$ cat src/rtl/bip_tally_pkg.sv
package bip_tally_pkg;

    localparam int PAR_W = 8;
    localparam int CNT_W = 16;
    localparam int N_LANES = 2;

    typedef enum logic {
        TALLY_BITS   = 1'b0,
        TALLY_FRAMES = 1'b1
    } tally_mode_e;

    typedef struct packed {
        logic [PAR_W-1:0] calc;
        logic [PAR_W-1:0] rcvd;
    } parity_pair_t;

    typedef struct packed {
        parity_pair_t pair;
        tally_mode_e  mode;
        logic         rd;
    } lane_in_t;

endpackage

$ cat src/rtl/bip_err_mask.sv
module bip_err_mask
    import bip_tally_pkg::*;
#(
    parameter int W     = PAR_W,
    parameter int INC_W = $clog2(PAR_W + 1)
) (
    input  parity_pair_t     pair,
    input  tally_mode_e      mode,
    output logic [INC_W-1:0] inc
);

    logic [W-1:0]     mask;
    logic [INC_W-1:0] ones;

    always_comb begin
        mask = pair.calc ^ pair.rcvd;
        ones = '0;
        for (int i = 0; i < W; i++) begin
            ones = ones + INC_W'(mask[i]);
        end
        if (mode == TALLY_FRAMES) begin
            inc = INC_W'(|mask);
        end else begin
            inc = ones;
        end
    end

endmodule

$ cat src/rtl/bip_sat_counter.sv
module bip_sat_counter #(
    parameter int CW    = 16,
    parameter int INC_W = 4
) (
    input  logic             clk,
    input  logic             rst,
    input  logic             add_en,
    input  logic [INC_W-1:0] add_val,
    input  logic             clr,
    output logic [CW-1:0]    count
);

    localparam logic [CW-1:0] TOP = {CW{1'b1}};

    logic [CW:0]   base;
    logic [CW:0]   sum;
    logic [CW-1:0] nxt;

    always_comb begin
        base = clr ? '0 : {1'b0, count};
        sum  = base + (CW + 1)'(add_en ? add_val : '0);
        nxt  = sum[CW] ? TOP : sum[CW-1:0];
    end

    always_ff @(posedge clk) begin
        if (rst) begin
            count <= '0;
        end else begin
            count <= nxt;
        end
    end


    sat_hold_chk: assert property (@(posedge clk) disable iff (rst)
        ($past(count) == TOP && !$past(clr) && !$past(rst)) |-> count == TOP);


    clear_bound_chk: assert property (@(posedge clk) disable iff (rst)
        $past(clr) |-> count <= CW'(2**INC_W - 1));


    no_decrease_chk: assert property (@(posedge clk) disable iff (rst)
        (!$past(clr) && !$past(rst)) |-> count >= $past(count));

endmodule

$ cat src/rtl/bip_err_tally.sv
module bip_err_tally
    import bip_tally_pkg::*;
(
    input  logic             clk,
    input  logic             rst,
    input  logic             frame_stb,
    input  logic [PAR_W-1:0] sec_calc,
    input  logic [PAR_W-1:0] sec_rcvd,
    input  logic [PAR_W-1:0] line_calc,
    input  logic [PAR_W-1:0] line_rcvd,
    input  logic             sec_mode,
    input  logic             line_mode,
    input  logic             sec_rd,
    input  logic             line_rd,
    output logic [CNT_W-1:0] sec_count,
    output logic [CNT_W-1:0] line_count
);

    localparam int INC_W = $clog2(PAR_W + 1);

    lane_in_t         lane_in  [N_LANES];
    logic [CNT_W-1:0] lane_cnt [N_LANES];

    always_comb begin
        lane_in[0].pair.calc = sec_calc;
        lane_in[0].pair.rcvd = sec_rcvd;
        lane_in[0].mode      = tally_mode_e'(sec_mode);
        lane_in[0].rd        = sec_rd;
        lane_in[1].pair.calc = line_calc;
        lane_in[1].pair.rcvd = line_rcvd;
        lane_in[1].mode      = tally_mode_e'(line_mode);
        lane_in[1].rd        = line_rd;
    end

    generate
        for (genvar g = 0; g < N_LANES; g++) begin : g_lane
            logic [INC_W-1:0] inc;

            bip_err_mask #(.W(PAR_W), .INC_W(INC_W)) u_mask (
                .pair (lane_in[g].pair),
                .mode (lane_in[g].mode),
                .inc  (inc)
            );

            bip_sat_counter #(.CW(CNT_W), .INC_W(INC_W)) u_cnt (
                .clk     (clk),
                .rst     (rst),
                .add_en  (frame_stb),
                .add_val (inc),
                .clr     (lane_in[g].rd),
                .count   (lane_cnt[g])
            );


            idle_hold_chk: assert property (@(posedge clk) disable iff (rst)
                (!frame_stb && !lane_in[g].rd) |=> $stable(lane_cnt[g]));


            frame_step_chk: assert property (@(posedge clk) disable iff (rst)
                (frame_stb && !lane_in[g].rd && lane_in[g].mode == TALLY_FRAMES)
                |=> (lane_cnt[g] - $past(lane_cnt[g])) <= CNT_W'(1));


            bit_step_chk: assert property (@(posedge clk) disable iff (rst)
                (frame_stb && !lane_in[g].rd && lane_in[g].mode == TALLY_BITS)
                |=> (lane_cnt[g] - $past(lane_cnt[g])) <= CNT_W'(PAR_W));
        end
    endgenerate

    assign sec_count  = lane_cnt[0];
    assign line_count = lane_cnt[1];

endmodule

$ cat config.mk
export PLATFORM = sky130hd
export DESIGN_NAME = bip_err_tally
export DESIGN_NICKNAME = d
export VERILOG_FILES = /design/src/rtl/bip_tally_pkg.sv /design/src/rtl/bip_err_mask.sv /design/src/rtl/bip_sat_counter.sv /design/src/rtl/bip_err_tally.sv
export SDC_FILE = /design/constraint.sdc
export NUM_CORES = 1
export LEC_CHECK = 0
export ABC_CLOCK_PERIOD_IN_PS = 5000
export BUFFER_PORTS_ARGS = -buffer_cell sky130_fd_sc_hd__buf_2
export CAP_MARGIN = 20
export CORE_MARGIN = 5
export CORE_UTILIZATION = 48
export CTS_CLUSTER_DIAMETER = 50
export DETAILED_ROUTE_END_ITERATION = 7
export PLACE_DENSITY = 0.88
export SLEW_MARGIN = 20
export SYNTH_ARGS = -nofsm -noshare
export SYNTH_HDL_FRONTEND = slang
export SYNTH_SLANG_ARGS = --single-unit
export TNS_END_PERCENT = 5
$ cat constraint.sdc
create_clock -name clk -period 5 [get_ports clk]
set_input_delay 1 -clock clk [delete_from_list [all_inputs] [get_ports clk]]
set_output_delay 1 -clock clk [all_outputs]
set_load 0.05 [all_outputs]
==> key figures, run 1 <==
Floorplanning
  – DIE WIDTH: 83.4 um
  – Top-Level Pins: 71
  – Die area: 6950 sq um
  – Row Count: 26
  – Chip height: 83.4 um
  – Initial Util: 50.0%
  – Core box area: 5170 sq um

Worst hold path
  – WHS Endpoint: g_lane[1].u_cnt.count[15]
  – HP Start: g_lane[1].u_cnt.count[15]
  – Worst Hold Depth: 2
  – Worst min path class: flip-flop to flip-flop

Setup path
  – CP max FO: 4
  – Critical path origin: line_rcvd[0]
  – R2R depth: 9
  – RR Endpoint: g_lane[1].u_cnt.count[12]
  – RR Startpoint: g_lane[1].u_cnt.count[0]
  – CP required: 5.17 ns
  – Worst Path Arrival: 5.06 ns
  – R2r setup slk: 2.92 ns
  – CP Launch Type: input port
  – CP endpoint kind: flip-flop
  – Worst Path Class, Setup: input port to flip-flop

Clock tree
  – CTS sink cnt: 32
  – Longest Clk Path Bufs: 2
  – Num CTS Buffers: 5
  – Worst-path clk slew: 0.07 ns
  – Clock root buffer: clkbuf_8
  – H-tree levels: 2
  – Hold_buf cts: 0
  – Worst skew pair latency: 0.28 ns
  – TritonCTS clock tree: yes

Routing
  – Drt pass-1 iters: 4
  – Antenna Violating Nets Remaining: 0
  – Routed len/inst: 14.8 um
  – Wirelength, routed: 6670 um
  – DRC: 0
  – DRT iter0 DRCs: 121
  – Via count: 2565
  – Vias per inst: 5.70

Logic synthesis
  – Net Count, Synth: 365
  – Post-Syn Instances: 300
  – FF+latch count, synth: 32
  – Synth area leaders: dfxtp_1 25%, fa_1 7.7%, ha_1 7.7%, a21oi_1 4.8%, xnor2_1 4.4%
  – Seq/Total Area, Yosys: 24.8%
  – Post-synth ARST share: 0%
  – Xor and xnor area share after synthesis: 8.47%
  – Synth area leader: dfxtp_1
  – Synth Area in Compound Gates: 17.4%
  – Largest family of logic cells by synthesized area: simple AND/OR/NAND/NOR gates
  – Cell Area, Synth: 2580 sq um
  – Post-synth top area share: 24.8%
  – Number of flops mapped to enable cells by yosys: 0
  – Mux contribution to synthesized area: 0.774%
  – Post-Synth Adder-Cell Area: 15.5%
  – Post-Synth Simple-Gate Area: 27.4%
  – Ys Warns: 0
  – Syn_area_per_cell: 8.62 sq um
  – Yosys cell types: 54
  – Synth Flop Type: dfxtp_1

Timing
  – Worst setup margin: 0.110 ns
  – Worst slew pin tran: 0.706 ns
  – Final Cycle Share: 97.8%
  – Min Clock Period, post-route: 4.89 ns
  – RSZ-0062 raised after global routing: true
  – Final hold slack: 0.490 ns
  – Hold violation count in the final report: 0
  – Maximum operating frequency: 205 MHz
  – Fin Clk Skew: 0.00588 ns
  – Final Max Slew Viols: 0
  – Rel. slew slack: 52.9%
  – # setup viols final: 0

Pwr
  – Total power: 785 uW
  – Power Dens Cells: 244 nW/um^2
  – Leak: 1.42 nW
  – Worst VDD drop: 0.169 mV

Global routing
  – Global Route met1 Usage: 24.0%
  – GRT busiest layer: met2
  – Routing usage on met2: 31.9%
  – Global route total overflow: 0
  – Largest net degree at the start of global routing: 41
  – GRT met3 Usage: 4.95%
  – First-pass GRT wire length: 11400 um
  – Vias in the first global route: 2498
  – GRT Resource Usage Total: 19.2%
  – Initial antenna violation count: 0

Place
  – DP HPWL: 4860 um
  – Port bufs: 70
  – GP Congestion: 0.980
  – Setup WS pre-CTS: -0.419 ns

Layout
  – Number of flip-flops in the largest register: 32
  – Area growth from synthesis to layout: 24.6%
  – Final net count: 444
  – Layout cell share with drive strength beyond 1: 29.5%
  – Commonest non-fill, non-tap cell in the layout: buf_2
  – Fin util: 62.3%
  – Largest Register: g_lane.u_cnt.count
  – ANT cells: 0
  – Biggest regs: g_lane.u_cnt.count: 32 flops
  – Most frequent cells in the layout: 70 x buf_2, 32 x dfxtp_1, 25 x a21oi_1, 21 x inv_1, 16 x nor2_1

Job
  – Max Cap Viol: 0

Outcome
  – Status: finished clean
==> cell families (layout without fill, tap and decap cells) <==
family	Yosys count	count (layout)
flops	32	32
simple gates	122	122
buf+inv	31	111
fa+ha+maj	26	26
compound gates	62	62
xor+xnor	25	25
mux	2	2
==> per-layer routing <==
metal | part of all wire (%) | up-vias | wire [um]
li1 | - | 1246 | -
met1 | 42 | 1211 | 2780
met2 | 49 | 99 | 3260
met3 | 8.1 | 9 | 540
met4 | 1.2 | 0 | 80
met5 | 0 | - | 0
==> critical path, cell delays in order <==
cell and delay, ns:
buf_2 0.11, xor2_2 0.17, ha_1 0.32, fa_1 0.54, inv_1 0.06, fa_1 0.51, fa_2 0.42, fa_1 0.49
nor2_1 0.08, fa_2 0.43, a211oi_4 0.35, buf_6 0.16, nor3b_4 0.05, nand3b_1 0.18, buf_4 0.14, nand3_1 0.06
==> area by class of cell <==
cell class                 instances  area, sq um
sequential                        32          641
timing repair buffer              82          448
inverter                          21         78.8
multi-input combinational        237         1880
fill                             472         1950
clock buffer                       8         90.1
tap                               70         87.6
==> worst max path at each step <==
stage	endpoint	cells past startpoint	slack (ns)
CTS	g_lane[1].u_cnt.count[10]	15	-0.02
floorplan	g_lane[0].u_cnt.count[9]	14	0.01
finish	g_lane[1].u_cnt.count[12]	16	0.11
global placement	g_lane[0].u_cnt.count[6]	15	-0.26
global route	g_lane[1].u_cnt.count[14]	15	-0.05
detailed placement	g_lane[0].u_cnt.count[5]	15	-0.42
==> power breakdown <==
part           internal, mW  switching (mW)  leakage (nW)
combinational         0.129           0.179          1.12
sequential            0.266         0.00415         0.259
clock                 0.112          0.0947        0.0455
==> cell usage after synthesis (5+ instances only) <==
cell type / number
nand4_1: 13
xor2_1: 12
dfxtp_1: 32
nor3_1: 14
xnor2_1: 13
nand4b_1: 5
ha_1: 16
fa_1: 10
nand3_1: 10
nand2b_1: 9
inv_1: 21
nor2_1: 18
a21oi_1: 25
a31oi_1: 6
nand2_1: 15
nor2b_1: 12
==> what timing repair did <==
item / 4_1_cts / 5_1_grt
setup endpoints to repair: 18 / 32
pin swaps: 1 / 7
buffers inserted: 0 / 3
resized for setup: 2 / 18
==> metrics by stage <==
stage               setup TNS, ns  std cells  area, sq um
floorplan                       0        300         2580
global placement            -5.14        439         3020
detailed placement          -9.12        439         3020
CTS                       -0.0502        447         3130
global route               -0.238        450         3220
finish                          0        450         3220
(Power assumes the default switching activity.)
==> run 2: changes to the inputs <==
--- a/config.mk
+++ b/config.mk
@@ -5,11 +5,12 @@
 export SDC_FILE = /design/constraint.sdc
 export NUM_CORES = 1
 export LEC_CHECK = 0
+export ABC_AREA = 1
 export ABC_CLOCK_PERIOD_IN_PS = 5000
 export BUFFER_PORTS_ARGS = -buffer_cell sky130_fd_sc_hd__buf_2
 export CAP_MARGIN = 20
 export CORE_MARGIN = 5
-export CORE_UTILIZATION = 48
+export CORE_UTILIZATION = 49
 export CTS_CLUSTER_DIAMETER = 50
 export DETAILED_ROUTE_END_ITERATION = 7
 export PLACE_DENSITY = 0.88
==> key figures, run 2 <==
Outcome
  – Status: finished clean

Place
  – Port bufs: 70
  – DP HPWL: 5660 um
  – Setup WS pre-CTS: -0.297 ns
  – GP Congestion: 0.863

Clock tree
  – H-tree levels: 2
  – CTS sink cnt: 32
  – Longest Clk Path Bufs: 2
  – Worst skew pair latency: 0.30 ns
  – Hold_buf cts: 0
  – Worst-path clk slew: 0.08 ns
  – TritonCTS clock tree: yes
  – Num CTS Buffers: 5
  – Clock root buffer: clkbuf_8

Routing
  – Wirelength, routed: 7300 um
  – Antenna Violating Nets Remaining: 0
  – Via count: 2957
  – DRC: 0
  – Vias per inst: 4.96
  – DRT iter0 DRCs: 107
  – Routed len/inst: 12.2 um
  – Drt pass-1 iters: 5

Setup path
  – Crit-path leading delay family: adder cells
  – Worst stage delay on the critical path: 0.53 ns
  – R2R depth: 11
  – Worst Path Class, Setup: input port to flip-flop
  – RR Endpoint: g_lane[1].u_cnt.count[8]
  – RR Startpoint: g_lane[1].u_cnt.count[0]
  – WP buf/inv: 5
  – CP Launch Type: input port
  – CP max stage cell: fa_1
  – Worst-path cell chain: buf_2 > xnor2_2 > inv_1 > ha_1 > fa_1 > inv_1 > fa_1 > fa_2 > fa_1 > a21oi_1 > o21a_1 > ha_4 > nand2_1 > inv_1 > a21oi_1 > buf_4 > nor2_4 > nand3_2 > a21oi_2
  – CP required: 5.23 ns
  – CP max FO: 6
  – R2r setup slk: 3.14 ns
  – CP endpoint kind: flip-flop
  – Worst Path Arrival: 5.07 ns
  – Critical path origin: sec_rcvd[0]

Floorplanning
  – Initial Util: 51.2%
  – Die area: 7500 sq um
  – Top-Level Pins: 71
  – DIE WIDTH: 86.6 um
  – Core box area: 5610 sq um
  – Chip height: 86.6 um
  – Row Count: 27

Logic synthesis
  – Syn_area_per_cell: 6.58 sq um
  – Ys Warns: 0
  – Post-synth top area share: 22.3%
  – Synth Flop Type: dfxtp_1
  – Number of flops mapped to enable cells by yosys: 0
  – Synth area leader: dfxtp_1
  – FF+latch count, synth: 32
  – Net Count, Synth: 502
  – Post-Syn Instances: 437
  – Post-synth ARST share: 0%
  – Cell Area, Synth: 2870 sq um
  – Top-count cell post-synth: nand2_1
  – Yosys cell types: 31
  – Synth cell count leaders: 100 x nand2_1, 84 x inv_1, 52 x nand3_1, 52 x nor2_1, 32 x dfxtp_1
  – Seq/Total Area, Yosys: 22.3%
  – Synth area leaders: dfxtp_1 22%, nand2_1 13%, inv_1 11%, nand3_1 9.1%, fa_1 7.0%

Timing
  – # setup viols final: 0
  – RSZ-0062 raised after global routing: true
  – Worst slew pin tran: 0.476 ns
  – Maximum operating frequency: 207 MHz
  – Rel. slew slack: 68.2%
  – Final hold slack: 0.530 ns
  – Final Max Slew Viols: 0
  – Final Cycle Share: 96.7%
  – Setup_tns: 0 ns
  – Worst setup margin: 0.165 ns
  – Min Clock Period, post-route: 4.84 ns
  – Hold violation count in the final report: 0
  – Fin Clk Skew: 0.0114 ns

Pwr
  – Total power: 831 uW
  – Worst VDD drop: 0.163 mV
  – Leak: 1.88 nW
  – Power Dens Cells: 234 nW/um^2

Layout
  – Area growth from synthesis to layout: 23.4%
  – Layout cell share with drive strength beyond 1: 24.2%
  – Multi-input gate area: 1890 sq um
  – ANT cells: 0
  – Final net count: 588
  – Storage cell area: 641 sq um
  – Number of flip-flops in the largest register: 32
  – Fin util: 63.3%
  – Commonest non-fill, non-tap cell in the layout: nand2_1
  – Most frequent cells in the layout: 98 x nand2_1, 84 x inv_1, 70 x buf_2, 51 x nor2_1, 50 x nand3_1
  – Largest Register: g_lane.u_cnt.count
  – Biggest regs: g_lane.u_cnt.count: 32 flops
  – FILL cells: 524

Job
  – Max Cap Viol: 0

Global routing
  – GRT Resource Usage Total: 19.8%
  – Vias in the first global route: 2865
  – Initial antenna violation count: 0
  – First-pass GRT wire length: 12200 um
  – Global route total overflow: 0
  – Largest net degree at the start of global routing: 20

Worst hold path
  – WHS Endpoint: g_lane[0].u_cnt.count[14]
  – HP Start: g_lane[0].u_cnt.count[14]
  – Worst min path class: flip-flop to flip-flop
  – Worst Hold Depth: 2
[run 2: cell types whose count changed after synthesis, moves of 11 or more]
cell / before / now
inv_1: 21 / 84
nor3_1: 14 / 3
nand3_1: 10 / 52
nor2b_1: 12 / 0
nor2_1: 18 / 52
nand2_1: 15 / 100
[run 2: how the worst max path moves through the flow]
stage          slack, ns  depth (start not counted)                   endpoint
2_1_floorplan       0.05                         17   g_lane[0].u_cnt.count[9]
3_3_place_gp       -0.13                         20  g_lane[0].u_cnt.count[12]
3_5_place_dp       -0.30                         18   g_lane[1].u_cnt.count[4]
4_1_cts             0.03                         18   g_lane[1].u_cnt.count[4]
5_1_grt            -0.02                         21   g_lane[1].u_cnt.count[7]
6_report            0.16                         19   g_lane[0].u_cnt.count[8]
[run 2: layer usage]
metal	routed length [um]	part of all wire, %	vias to the layer above	GRT usage [%]
li1	-	-	1513	-
met1	3030	42	1355	23.4
met2	3780	52	74	36.0
met3	386	5.3	15	4.47
met4	101	1.4	0	4.96
met5	0	0	-	0
[run 2: cell type report]
cell class              instances  area share [%]
flip-flops and latches         32            18.1
multi-input cells             310            53.4
clock buffers                   5            1.94
well taps                      72            2.54
clock inverters                 3            1.20
repair buffers                 87            13.5
inverters                      87            9.42
[run 2: cell families (layout without fill, tap and decap cells)]
kind of cell,Yosys count,in the layout,synth area share (%)
AOI/OAI and AO/OA,32,32,6.27
buffers and inverters,96,182,14.5
and+or+nand+nor,225,226,35.1
adders and majority gates,26,26,13.9
DFF,32,32,22.3
xor gates and xnor gates,26,26,7.92
[run 2: metrics by stage]
| step | instance area (sq um) | std cells |
|---|---|---|
| 6_report | 3550 | 596 |
| 5_1_grt | 3550 | 596 |
| 4_1_cts | 3470 | 595 |
| 3_5_place_dp | 3360 | 587 |
| 3_3_place_gp | 3360 | 587 |
| 2_1_floorplan | 2870 | 437 |
[run 2: worst min-delay path, cell delays in order (launching register included)]
cell     delay (ns)
dfxtp_1        0.35
a21oi_1        0.07
nor2_1         0.08
[run 2: timing repair]
| item | 4_1_cts | 5_1_grt |
|---|---|---|
| endpoints found under the hold margin | 0 | 0 |
| resized for setup | 0 | 12 |
| setup endpoints to repair | 0 | 32 |
| buffers inserted | 0 | 0 |
[run 2: power breakdown]
group / switching (mW) / internal (mW) / total (mW)
Combinational: 0.179 / 0.125 / 0.304
Clock: 0.108 / 0.147 / 0.256
Sequential: 0.00554 / 0.266 / 0.271
